===== src/rtl/rtc_cal_pkg.sv =====
package rtc_cal_pkg;

    localparam int NBYTES = 8;
    localparam int OFF_W  = $clog2(NBYTES);
    localparam int NTIME  = NBYTES - 1;

    typedef struct packed {
        logic [7:0] year;
        logic [7:0] month;
        logic [7:0] mday;
        logic [7:0] wday;
        logic [7:0] hours;
        logic [7:0] mins;
        logic [7:0] secs;
    } cal_t;

    typedef logic [NBYTES-1:0][7:0] bank_t;
    typedef logic [NTIME-1:0][7:0]  tbytes_t;

    typedef enum logic [1:0] {
        ST_RUN   = 2'd0,
        ST_READ  = 2'd1,
        ST_WRITE = 2'd2,
        ST_LOAD  = 2'd3
    } acc_state_e;

    localparam cal_t CAL_RESET = '{year: 8'h00, month: 8'h01, mday: 8'h01,
                                   wday: 8'h01, hours: 8'h00, mins: 8'h00,
                                   secs: 8'h00};

    function automatic logic [7:0] bcd_inc(input logic [7:0] v);
        if (v[3:0] == 4'd9) return {v[7:4] + 4'd1, 4'h0};
        else                return {v[7:4], v[3:0] + 4'd1};
    endfunction

    function automatic logic bcd_leap(input logic [7:0] y);
        logic u0, u1;
        u0 = (y[3:0] == 4'd0) || (y[3:0] == 4'd4) || (y[3:0] == 4'd8);
        u1 = (y[3:0] == 4'd2) || (y[3:0] == 4'd6);
        return y[4] ? u1 : u0;
    endfunction

    function automatic logic [7:0] month_last(input logic [7:0] m, input logic [7:0] y);
        if (m == 8'h02)
            return bcd_leap(y) ? 8'h29 : 8'h28;
        else if (m == 8'h04 || m == 8'h06 || m == 8'h09 || m == 8'h11)
            return 8'h30;
        else
            return 8'h31;
    endfunction

    function automatic tbytes_t cal_to_tbytes(input cal_t c);
        tbytes_t t;
        t[0] = c.secs;
        t[1] = c.mins;
        t[2] = c.hours;
        t[3] = c.wday;
        t[4] = c.mday;
        t[5] = c.month;
        t[6] = c.year;
        return t;
    endfunction

    function automatic cal_t tbytes_to_cal(input tbytes_t t);
        cal_t c;
        c.secs  = t[0];
        c.mins  = t[1];
        c.hours = t[2];
        c.wday  = t[3];
        c.mday  = t[4];
        c.month = t[5];
        c.year  = t[6];
        return c;
    endfunction

    localparam tbytes_t TIME_RESET = cal_to_tbytes(CAL_RESET);

endpackage


===== src/rtl/rtc_counters.sv =====
module rtc_counters
    import rtc_cal_pkg::*;
(
    input  logic clk,
    input  logic rst_n,
    input  logic tick,
    input  logic load,
    input  cal_t load_val,
    output cal_t cnt
);

    cal_t nxt;
    logic sec_wrap, min_wrap, day_wrap, mon_wrap, yr_wrap;

    always_comb begin
        sec_wrap = (cnt.secs == 8'h59);
        min_wrap = sec_wrap && (cnt.mins == 8'h59);
        day_wrap = min_wrap && (cnt.hours == 8'h23);
        mon_wrap = day_wrap && (cnt.mday == month_last(cnt.month, cnt.year));
        yr_wrap  = mon_wrap && (cnt.month == 8'h12);

        nxt = cnt;
        nxt.secs = sec_wrap ? 8'h00 : bcd_inc(cnt.secs);
        if (sec_wrap) nxt.mins  = min_wrap ? 8'h00 : bcd_inc(cnt.mins);
        if (min_wrap) nxt.hours = day_wrap ? 8'h00 : bcd_inc(cnt.hours);
        if (day_wrap) begin
            nxt.wday = (cnt.wday == 8'h07) ? 8'h01 : bcd_inc(cnt.wday);
            nxt.mday = mon_wrap ? 8'h01 : bcd_inc(cnt.mday);
        end
        if (mon_wrap) nxt.month = yr_wrap ? 8'h01 : bcd_inc(cnt.month);
        if (yr_wrap)  nxt.year  = (cnt.year == 8'h99) ? 8'h00 : bcd_inc(cnt.year);
    end

    always_ff @(posedge clk or negedge rst_n) begin
        if (!rst_n)    cnt <= CAL_RESET;
        else if (load) cnt <= load_val;
        else if (tick) cnt <= nxt;
    end

    // minutes move only on a seconds carry
    a_r1_min_hold: assert property (@(posedge clk) disable iff (!rst_n)
        (!load && !(tick && cnt.secs == 8'h59)) |=> $stable(cnt.mins));

    // the year moves only on the last second of December
    a_r4_year_hold: assert property (@(posedge clk) disable iff (!rst_n)
        (!load && !(tick && cnt.month == 8'h12 && cnt.mday == 8'h31 &&
                    cnt.hours == 8'h23 && cnt.mins == 8'h59 && cnt.secs == 8'h59))
        |=> $stable(cnt.year));

endmodule


===== src/rtl/rtc_access_fsm.sv =====
module rtc_access_fsm
    import rtc_cal_pkg::*;
(
    input  logic       clk,
    input  logic       rst_n,
    input  logic       tick,
    input  logic       set_bit,
    input  logic       hold_bit,
    output acc_state_e state,
    output logic       refresh,
    output logic       load
);

    acc_state_e st_q, st_d;
    logic       tick_d;

    always_comb begin
        st_d = st_q;
        unique case (st_q)
            ST_RUN:   if (set_bit) st_d = ST_WRITE; else if (hold_bit) st_d = ST_READ;
            ST_READ:  if (set_bit) st_d = ST_WRITE; else if (!hold_bit) st_d = ST_RUN;
            ST_WRITE: if (!set_bit) st_d = ST_LOAD;
            ST_LOAD:  if (set_bit) st_d = ST_WRITE;
                      else if (hold_bit) st_d = ST_READ;
                      else st_d = ST_RUN;
        endcase
    end

    always_ff @(posedge clk or negedge rst_n) begin
        if (!rst_n) begin
            st_q   <= ST_RUN;
            tick_d <= 1'b0;
        end else begin
            st_q   <= st_d;
            tick_d <= tick;
        end
    end

    always_comb begin
        state   = st_q;
        refresh = 1'b0;
        load    = 1'b0;
        unique case (st_q)
            ST_RUN:   refresh = tick_d;
            ST_READ:  refresh = 1'b0;
            ST_WRITE: refresh = 1'b0;
            ST_LOAD:  load = 1'b1;
        endcase
    end

    // the load state lasts one cycle
    a_r7_load_single: assert property (@(posedge clk) disable iff (!rst_n)
        (st_q == ST_LOAD) |=> (st_q != ST_LOAD));

endmodule


===== src/rtl/rtc_shadow_bank.sv =====
module rtc_shadow_bank
    import rtc_cal_pkg::*;
(
    input  logic             clk,
    input  logic             rst_n,
    input  logic             wr_en,
    input  logic [OFF_W-1:0] wr_off,
    input  logic [7:0]       wr_data,
    input  logic             refresh,
    input  cal_t             cnt,
    output bank_t            bank
);

    tbytes_t cnt_tb;
    assign cnt_tb = cal_to_tbytes(cnt);

    for (genvar i = 0; i < NBYTES; i++) begin : g_byte
        if (i == 0) begin : g_ctrl
            always_ff @(posedge clk or negedge rst_n) begin
                if (!rst_n)
                    bank[i] <= 8'h00;
                else if (wr_en && wr_off == OFF_W'(i))
                    bank[i] <= wr_data;
            end
        end else begin : g_time
            always_ff @(posedge clk or negedge rst_n) begin
                if (!rst_n)
                    bank[i] <= TIME_RESET[i-1];
                else if (wr_en && wr_off == OFF_W'(i))
                    bank[i] <= wr_data;
                else if (refresh)
                    bank[i] <= cnt_tb[i-1];
            end
        end
    end

endmodule


===== src/rtl/rtc_calendar_top.sv =====
module rtc_calendar_top
    import rtc_cal_pkg::*;
#(
    parameter int ADDR_W = 15
) (
    input  logic              clk,
    input  logic              rst_n,
    input  logic              tick,
    input  logic              cs,
    input  logic              we,
    input  logic [ADDR_W-1:0] addr,
    input  logic [7:0]        wdata,
    output logic [7:0]        rdata
);

    logic             in_win, bus_wr, refresh, load;
    logic [OFF_W-1:0] off;
    acc_state_e       state;
    bank_t            bank;
    cal_t             cnt, load_val;

    assign in_win   = &addr[ADDR_W-1:OFF_W];
    assign off      = addr[OFF_W-1:0];
    assign bus_wr   = cs && we && in_win;
    assign load_val = tbytes_to_cal(bank[NBYTES-1:1]);
    assign rdata    = (cs && !we && in_win) ? bank[off] : 8'h00;

    rtc_access_fsm u_fsm (
        .clk(clk), .rst_n(rst_n), .tick(tick),
        .set_bit(bank[0][7]), .hold_bit(bank[0][6]),
        .state(state), .refresh(refresh), .load(load)
    );

    rtc_counters u_cnt (
        .clk(clk), .rst_n(rst_n), .tick(tick),
        .load(load), .load_val(load_val), .cnt(cnt)
    );

    rtc_shadow_bank u_bank (
        .clk(clk), .rst_n(rst_n), .wr_en(bus_wr), .wr_off(off),
        .wr_data(wdata), .refresh(refresh), .cnt(cnt), .bank(bank)
    );

    // the read-hold freeze keeps the time shadows still
    a_r6_read_freeze: assert property (@(posedge clk) disable iff (!rst_n)
        (state == ST_READ && !bus_wr) |=> $stable(bank[NBYTES-1:1]));

    // the set state keeps the time shadows still apart from bus writes
    a_r7_write_freeze: assert property (@(posedge clk) disable iff (!rst_n)
        (state == ST_WRITE && !bus_wr) |=> $stable(bank[NBYTES-1:1]));

    // a refresh copies the live seconds count
    a_r5_refresh_copy: assert property (@(posedge clk) disable iff (!rst_n)
        (refresh && !bus_wr) |=> (bank[1] == $past(cnt.secs)));

endmodule


===== config.mk =====
export PLATFORM = sky130hd
export DESIGN_NAME = rtc_calendar_top
export DESIGN_NICKNAME = d
export VERILOG_FILES = /design/src/rtl/rtc_cal_pkg.sv /design/src/rtl/rtc_counters.sv /design/src/rtl/rtc_access_fsm.sv /design/src/rtl/rtc_shadow_bank.sv /design/src/rtl/rtc_calendar_top.sv
export SDC_FILE = /design/constraint.sdc
export NUM_CORES = 1
export LEC_CHECK = 0
export BUFFER_PORTS_ARGS = -buffer_cell sky130_fd_sc_hd__buf_2
export CAP_MARGIN = 5
export CELL_PAD_IN_SITES_DETAIL_PLACEMENT = 1
export CELL_PAD_IN_SITES_GLOBAL_PLACEMENT = 1
export CORE_MARGIN = 5
export CORE_UTILIZATION = 44
export DETAILED_ROUTE_END_ITERATION = 8
export PLACE_DENSITY = 0.76
export SLEW_MARGIN = 10
export SYNTH_ARGS = -nofsm -noshare
export SYNTH_HDL_FRONTEND = slang
export SYNTH_SLANG_ARGS = --single-unit

===== constraint.sdc =====
create_clock -name clk -period 2.3 [get_ports clk]
set_input_delay 0.115 -clock clk [delete_from_list [all_inputs] [get_ports clk]]
set_output_delay 0.115 -clock clk [all_outputs]
set_load 0.005 [all_outputs]

# [After elaboration in Yosys (flattened, before gate mapping)]
# Index checks and enable logic that the tools add are counted.
[classes] n_addsub=14 muxes=52 div_mod_pow=0 shift=0 n_mul=0 n_eq_ne=36 order_cmp=1 reduce_logical=60 bitwise_logic=0
[op_table] operator="2-to-1 mux 8 bit" n=35
[op_table] operator="2-to-1 mux 56 bit" n=2
[op_table] operator="adder 4 x 1 -> 4 bit (second input constant)" n=14
[op_table] operator="== test 4 bit (second input constant)" n=8
[op_table] operator="nonzero test 2 bit" n=13
[op_table] operator="binary-select mux 8 bit (select 3 bit)" n=1
[op_table] operator="== test 8 x 3 -> 1 bit (second input constant)" n=3
[op_table] operator="AND reduction 3 bit" n=7
[op_table] operator="nonzero test 3 bit" n=7
[op_table] operator="== test 8 x 5 -> 1 bit (second input constant)" n=2
[op_table] operator="== test 8 x 7 -> 1 bit (second input constant)" n=2
[op_table] operator="logical AND 1 bit" n=16
[op_table] operator="2-to-1 mux 16 bit" n=1
[op_table] operator="== test 3 bit (second input constant)" n=4
[op_table] operator="2-to-1 mux 2 bit" n=6
[op_table] operator="AND reduction 12 bit" n=1
[op_table] operator="AND reduction 2 bit" n=6
[op_table] operator="== test 4 x 3 -> 1 bit (second input constant)" n=2
[op_table] operator="== test 8 x 2 -> 1 bit (second input constant)" n=1
[op_table] operator="== test 8 x 4 -> 1 bit (second input constant)" n=1
[op_table] operator="== test 8 x 6 -> 1 bit (second input constant)" n=1
[op_table] operator="== test 8 bit" n=1
[op_table] operator="== test 8 bit (second input constant)" n=1
[op_table] operator="case mux 2 bit (4 select lines)" n=1
[op_table] operator="15 further kinds" n=27
[word_totals] output_inout_bits=8 in_bits=28 mem_bits_ro=0 wordCells=187 latchBits=0 ff_bits=123 memories=0 ramBits=0

# [Longest topological paths before layout]
[logic_depth] depth_word=13 depth_mapped=11 ltp_nobuf=9

# [By module]
# A second synthesis with hierarchy kept.
[unflattened] hier_cells=707 hier_area_um2=7644.8
[by_module_without_submodules] module="rtc_counters" area_each_um2=3826.2 instances=1 cells_each=449 seq_area_each_um2=1405.1
[by_module_without_submodules] module="rtc_shadow_bank" area_each_um2=3116.7 instances=1 cells_each=205 seq_area_each_um2=1605.3
[by_module_without_submodules] module="rtc_calendar_top" area_each_um2=586.8 instances=1 cells_each=44 seq_area_each_um2=0.0
[by_module_without_submodules] module="rtc_access_fsm" area_each_um2=115.1 instances=1 cells_each=9 seq_area_each_um2=75.1

# [Worst setup path before layout]
# No wires, ideal clock.
[synth_timing] path_type="reg-to-reg" startpoint="reg u_cnt.cnt[1] (netlist name)" endpoint="reg u_cnt.cnt[47] (netlist name)" required_ps=2179 path_buffers=1 arrival_ps=2395 setup_slack_ps=-216 setup_ps=121 stages_incl_launch_ff=11 synth_period_minus_slack_ps=2516 path_cell_list="dfrtp_1 > inv_1 > ha_1 > nand3b_1 > or4_1 > buf_4 > a2111oi_1 > mux2i_2 > o21ai_2 > nand2_1 > a22o_1"
[synth_between] elab_chain_cells=9 word_cells_on_any_way=12 classes_between="eq/ne (1); mux (4); reduce/logical (7)"
[synth_rtl] item="== test 8 x 7 -> 1 bit *" line="rtc_counters.sv:16" rtl="sec_wrap = (cnt.secs == 8'h59);"
[synth_rtl] item="logical AND 1 bit *" line="rtc_counters.sv:17" rtl="min_wrap = sec_wrap && (cnt.mins == 8'h59);"
[synth_rtl] item="logical AND 1 bit *" line="rtc_counters.sv:18" rtl="day_wrap = min_wrap && (cnt.hours == 8'h23);"
[synth_rtl] item="logical AND 1 bit *" line="rtc_counters.sv:19" rtl="mon_wrap = day_wrap && (cnt.mday == month_last(cnt.month, cnt.year));"
[synth_rtl] item="logical AND 1 bit" line="rtc_counters.sv:20" rtl="yr_wrap = mon_wrap && (cnt.month == 8'h12);"
[synth_rtl] item="2-to-1 mux 8 bit (2 in series)" line="rtc_counters.sv:30" rtl="if (mon_wrap) nxt.month = yr_wrap ? 8'h01 : bcd_inc(cnt.month);"
[synth_rtl] item="2-to-1 mux 56 bit" line="rtc_counters.sv:37" rtl="else if (tick) cnt <= nxt;"
[synth_rtl] item="2-to-1 mux 56 bit" line="rtc_counters.sv:36" rtl="else if (load) cnt <= load_val;"
# Every way passes the cells marked *; elsewhere a longest branch is shown, timed or not. The select of a mux whose other input is x is not followed.
# A chain may end at the register's enable or synchronous reset.

# [Worst setup path after layout]
[layout_timing] startpoint="reg u_cnt.cnt[5] (netlist name)" endpoint="reg u_cnt.cnt[54] (netlist name)"
[layout_between] elab_chain_cells=7
[layout_rtl] item="== test 8 x 7 -> 1 bit" line="rtc_counters.sv:16"
[layout_rtl] item="logical AND 1 bit" line="rtc_counters.sv:17"
[layout_rtl] item="logical AND 1 bit" line="rtc_counters.sv:18"
[layout_rtl] item="logical AND 1 bit" line="rtc_counters.sv:19"
[layout_rtl] item="logical AND 1 bit" line="rtc_counters.sv:20"
[layout_rtl] item="nonzero test 2 bit (no source line)"
[layout_rtl] item="AND reduction 3 bit (no source line)"
# No other way between the ends.

==> results_dict.tcl <==
set metrics [dict create \
    core_sq_mm 0.0165 \
    timing.max_slew.rel_slack_pct 43.9 \
    chipWidth_um 140 \
    yosys.cell_count.top_type "dfrtp_1" \
    area_growth_syn_to_layout_pct 32.9 \
    syn_area_sq_mm 0.00739 \
    timing.critical_path.arrival_ns 3.00 \
    synth_area_leader_cell "dfrtp_1" \
    worst_ep_required_time_ns 2.61 \
    whs_endpoint "u_fsm.tick_d" \
    hold-path-cell-count 2 \
    drt.antenna.violating_nets 0 \
    globalRouteTotalUtil_pct 28.1 \
    design.die.area_sq_mm 0.0195 \
    gpl.final_weighted_congestion 0.869 \
    failing_checks "negative setup slack" \
    worst_path_max_delay_cell "or4_4" \
    final_nets 956 \
    netlist_top_cells_count "117 x dfrtp_1, 113 x nor2_1, 95 x a21oi_1" \
    floorplan.initialDensity_pct 44.7 \
    postSynth.topFlopCell "dfrtp_1" \
    finalSetupViolCount 41 \
    cts.root.buffer_cell "clkbuf_16" \
    detail_route.first_pass.iterations 5 \
    top_cells_by_area_synth "dfrtp_1 40%, mux2i_1 9.1%, a21oi_1 6.4%, nor2_1 5.7%, mux4_2 4.9%" \
    endpoint_kind "flip-flop" \
    pre_cts_slack_ns -0.364 \
    synth_enable_flop_cells 0 \
    path_max_fanout 6 \
    cap_viol_max_count 0 \
    final_layout_size_suffix_gt1_share_pct 33.9 \
    power_leakage_nw 4.24 \
    slowest_delay_ns 0.57 \
    cts_tree "built" \
    postSynthCellCount 795 \
    path_cells "inv_2 > ha_4 > nand3b_1 > or4_4 > buf_12 > nor3_4 > nand2_2 > nor3_4 > a21oi_1 > a211o_1" \
    detail_route.drc_violations 0 \
    path_class "flip-flop to flip-flop" \
    maximum_vdd_ir_drop_mv 0.563 \
    global_route_total_overflow 0 \
    holdCritPathClass "primary input to flip-flop" \
    clkSlewWorstSetupHoldPaths_ns 0.06 \
    crit-reg2reg-capture "u_cnt.cnt[54]" \
    period_share_pct 117 \
    worstMarginPinSlew_ns 0.841 \
    crit-reg2reg-launch "u_cnt.cnt[5]" \
    timing.clock.skew_ns 0.00885 \
    synth_async_sr_flop_share_pct 100 \
    clock_path_buffers 2 \
    placement.io_buffers 35 \
    routed_wl_um 28100 \
    h-tree-depth 4 \
    synth_warnings 0 \
    synth_compound_area_share_pct 14.9 \
    outcome "finished with violations" \
    tritoncts_num_sinks 123 \
    fraction_of_post_synthesis_cell_area_in_the_top_cell_type_by_area_pct 39.6 \
    worst_hold_startpoint "tick" \
    timing.critical_path.max_delay_family "simple AND/OR/NAND/NOR gates" \
    post-dp-hpwl_um 17700 \
    achievable-frequency_ghz 0.372 \
    synth_seq_cells 123 \
    grt_pass1_vias 7545 \
    post-route-worst-setup-slack_ns -0.391 \
    post_dr_vias_cell 6.19 \
    yosys.area_share.adder_pct 3.73 \
    avg_cell_area_syn_sq_um 9.29 \
    global_route_wire_length_before_repair_um 42700 \
    yosysUniqueCellTypes 63 \
    floorplan.die.height_um 140 \
    antenna_cells 0 \
    num_rows 47 \
    synth_simple_gate_area_share_pct 18.8 \
    routedWlPerCell_um 24.7 \
    worst_setup_path_start_kind "flip-flop" \
    pin_count_of_the_biggest_net_entering_global_routing 57 \
    route.vias.total 7047 \
    layout.filler_cells 1787 \
    syn_nets 845 \
    hold_viol_final 0 \
    timing.critical_path.buf_inv 2 \
    cts_inserted_buffers 17 \
    clk_latency_ns 0.43 \
    power.density_cell_area_mw_per_mm2 606 \
    synth_top_family_by_area "simple AND/OR/NAND/NOR gates" \
    reg2reg_slack_ns -0.39 \
    post_synth_mux_area_share_pct 16.0 \
    synth_xor_xnor_area_share_pct 0.932 \
    worst_r2r_path_depth 10 \
    num_io_pins 36 \
    finalMaxSlewViolations 0 \
    rsz_0062_raised_after_global_routing "yes" \
    dr.first_iter.drc_count 542 \
    post-layout-total-power_mw 5.95 \
    grt_antenna_before_repair 1 \
    critical-path-top-cell-by-count "nor3_4" \
    period_needed_ns 2.69 \
    synth_sequential_area_ratio_pct 41.8 \
]
## how the worst max path moves through the flow
stage / from / endpoint / slack, ns / depth (start not counted)
detailed placement: u_cnt.cnt[5] / u_cnt.cnt[28] / -0.36 / 10
finish: u_cnt.cnt[5] / u_cnt.cnt[54] / -0.39 / 10
CTS: u_cnt.cnt[44] / u_cnt.cnt[42] / -0.31 / 12
global placement: u_cnt.cnt[5] / u_cnt.cnt[35] / -0.25 / 10
global route: u_cnt.cnt[5] / u_cnt.cnt[54] / -0.46 / 10
floorplan: u_cnt.cnt[45] / u_cnt.cnt[54] / -0.17 / 9
## worst register-to-register path, stage by stage, from the launching register on
cell and delay, ns:
dfrtp_1 0.40, inv_2 0.11, ha_4 0.14, nand3b_1 0.14
or4_4 0.57, buf_12 0.17, nor3_4 0.26, nand2_2 0.19
nor3_4 0.27, a21oi_1 0.10, a211o_1 0.23
## what timing repair did
action | 4_1_cts | 5_1_grt
hold buffers | 1 | 0
cloned | 0 | 0
endpoints found under the hold margin | 30 | 0
buffers inserted | 15 | 12
endpoints found under the setup margin | 40 | 52
gates resized for setup | 62 | 87
pin swaps | 23 | 40
## power breakdown
part	leakage, nW	internal, mW	switching (mW)	total [mW]
Combinational	2.49	0.284	0.406	0.690
Clock	0.305	1.85	1.05	2.90
Sequential	1.44	2.27	0.0944	2.36
## cells by family (layout without fill, tap and decap cells)
logic type	Yosys count	in the layout
and+or+nand+nor	279	279
AOI/OAI and AO/OA	194	194
DFF	123	123
muxes	96	96
buffers and inverters	74	198
adders and majority gates	22	22
xor gates and xnor gates	7	7
## cell usage in the layout, fill, tap and decap left out, drive strengths merged, types with 12 or more instances in the layout
cell type	count
buf	141
dfrtp	117
nor2	113
a21oi	95
mux2i	68
o21ai	54
nand2	51
nand3	28
inv	25
ha	22
clkbuf	22
mux4	16
nor3	16
mux2	12
## routing by layer
| metal | vias up | global-route usage, % | routed length (um) |
|---|---|---|---|
| met4 | 2 | 11.6 | 1040 |
| met5 | - | 0 | 14 |
| met2 | 253 | 45.5 | 13500 |
| li1 | 3080 | - | - |
| met1 | 3634 | 36.1 | 11900 |
| met3 | 78 | 7.00 | 1710 |
## state kept, by name, summed over array words and instances, names as in the netlist, named ones only
signal	flops
u_fsm.tick_d	1
u_bank.bank	64
u_cnt.cnt	56
u_fsm.state	1
## stage by stage
step / util (%) / cells / setup TNS (ns) / cell area (sq um) / hold WS, ns
floorplan: - / 795 / -1.21 / 7460 / -0.181
global placement: 50.7 / 1082 / -4.98 / 8380 / 0.0965
detailed placement: 50.7 / 1082 / -9.27 / 8380 / 0.104
CTS: 56.8 / 1130 / -7.58 / 9380 / 0.0371
global route: 59.4 / 1139 / -13.39 / 9820 / 0.0588
finish: 59.4 / 1139 / -10.33 / 9820 / 0.0565
## area by class of cell
type	count	area (sq um)	area share, %
Sequential cell	123	3090	31.4
Tap cell	220	275	2.80
Inverter	24	92.6	0.943
Multi-Input combinational cell	598	4600	46.9
Timing Repair Buffer	142	1130	11.5
Clock buffer	22	494	5.03
Clock inverter	10	136	1.39
(Power assumes the default switching activity.)
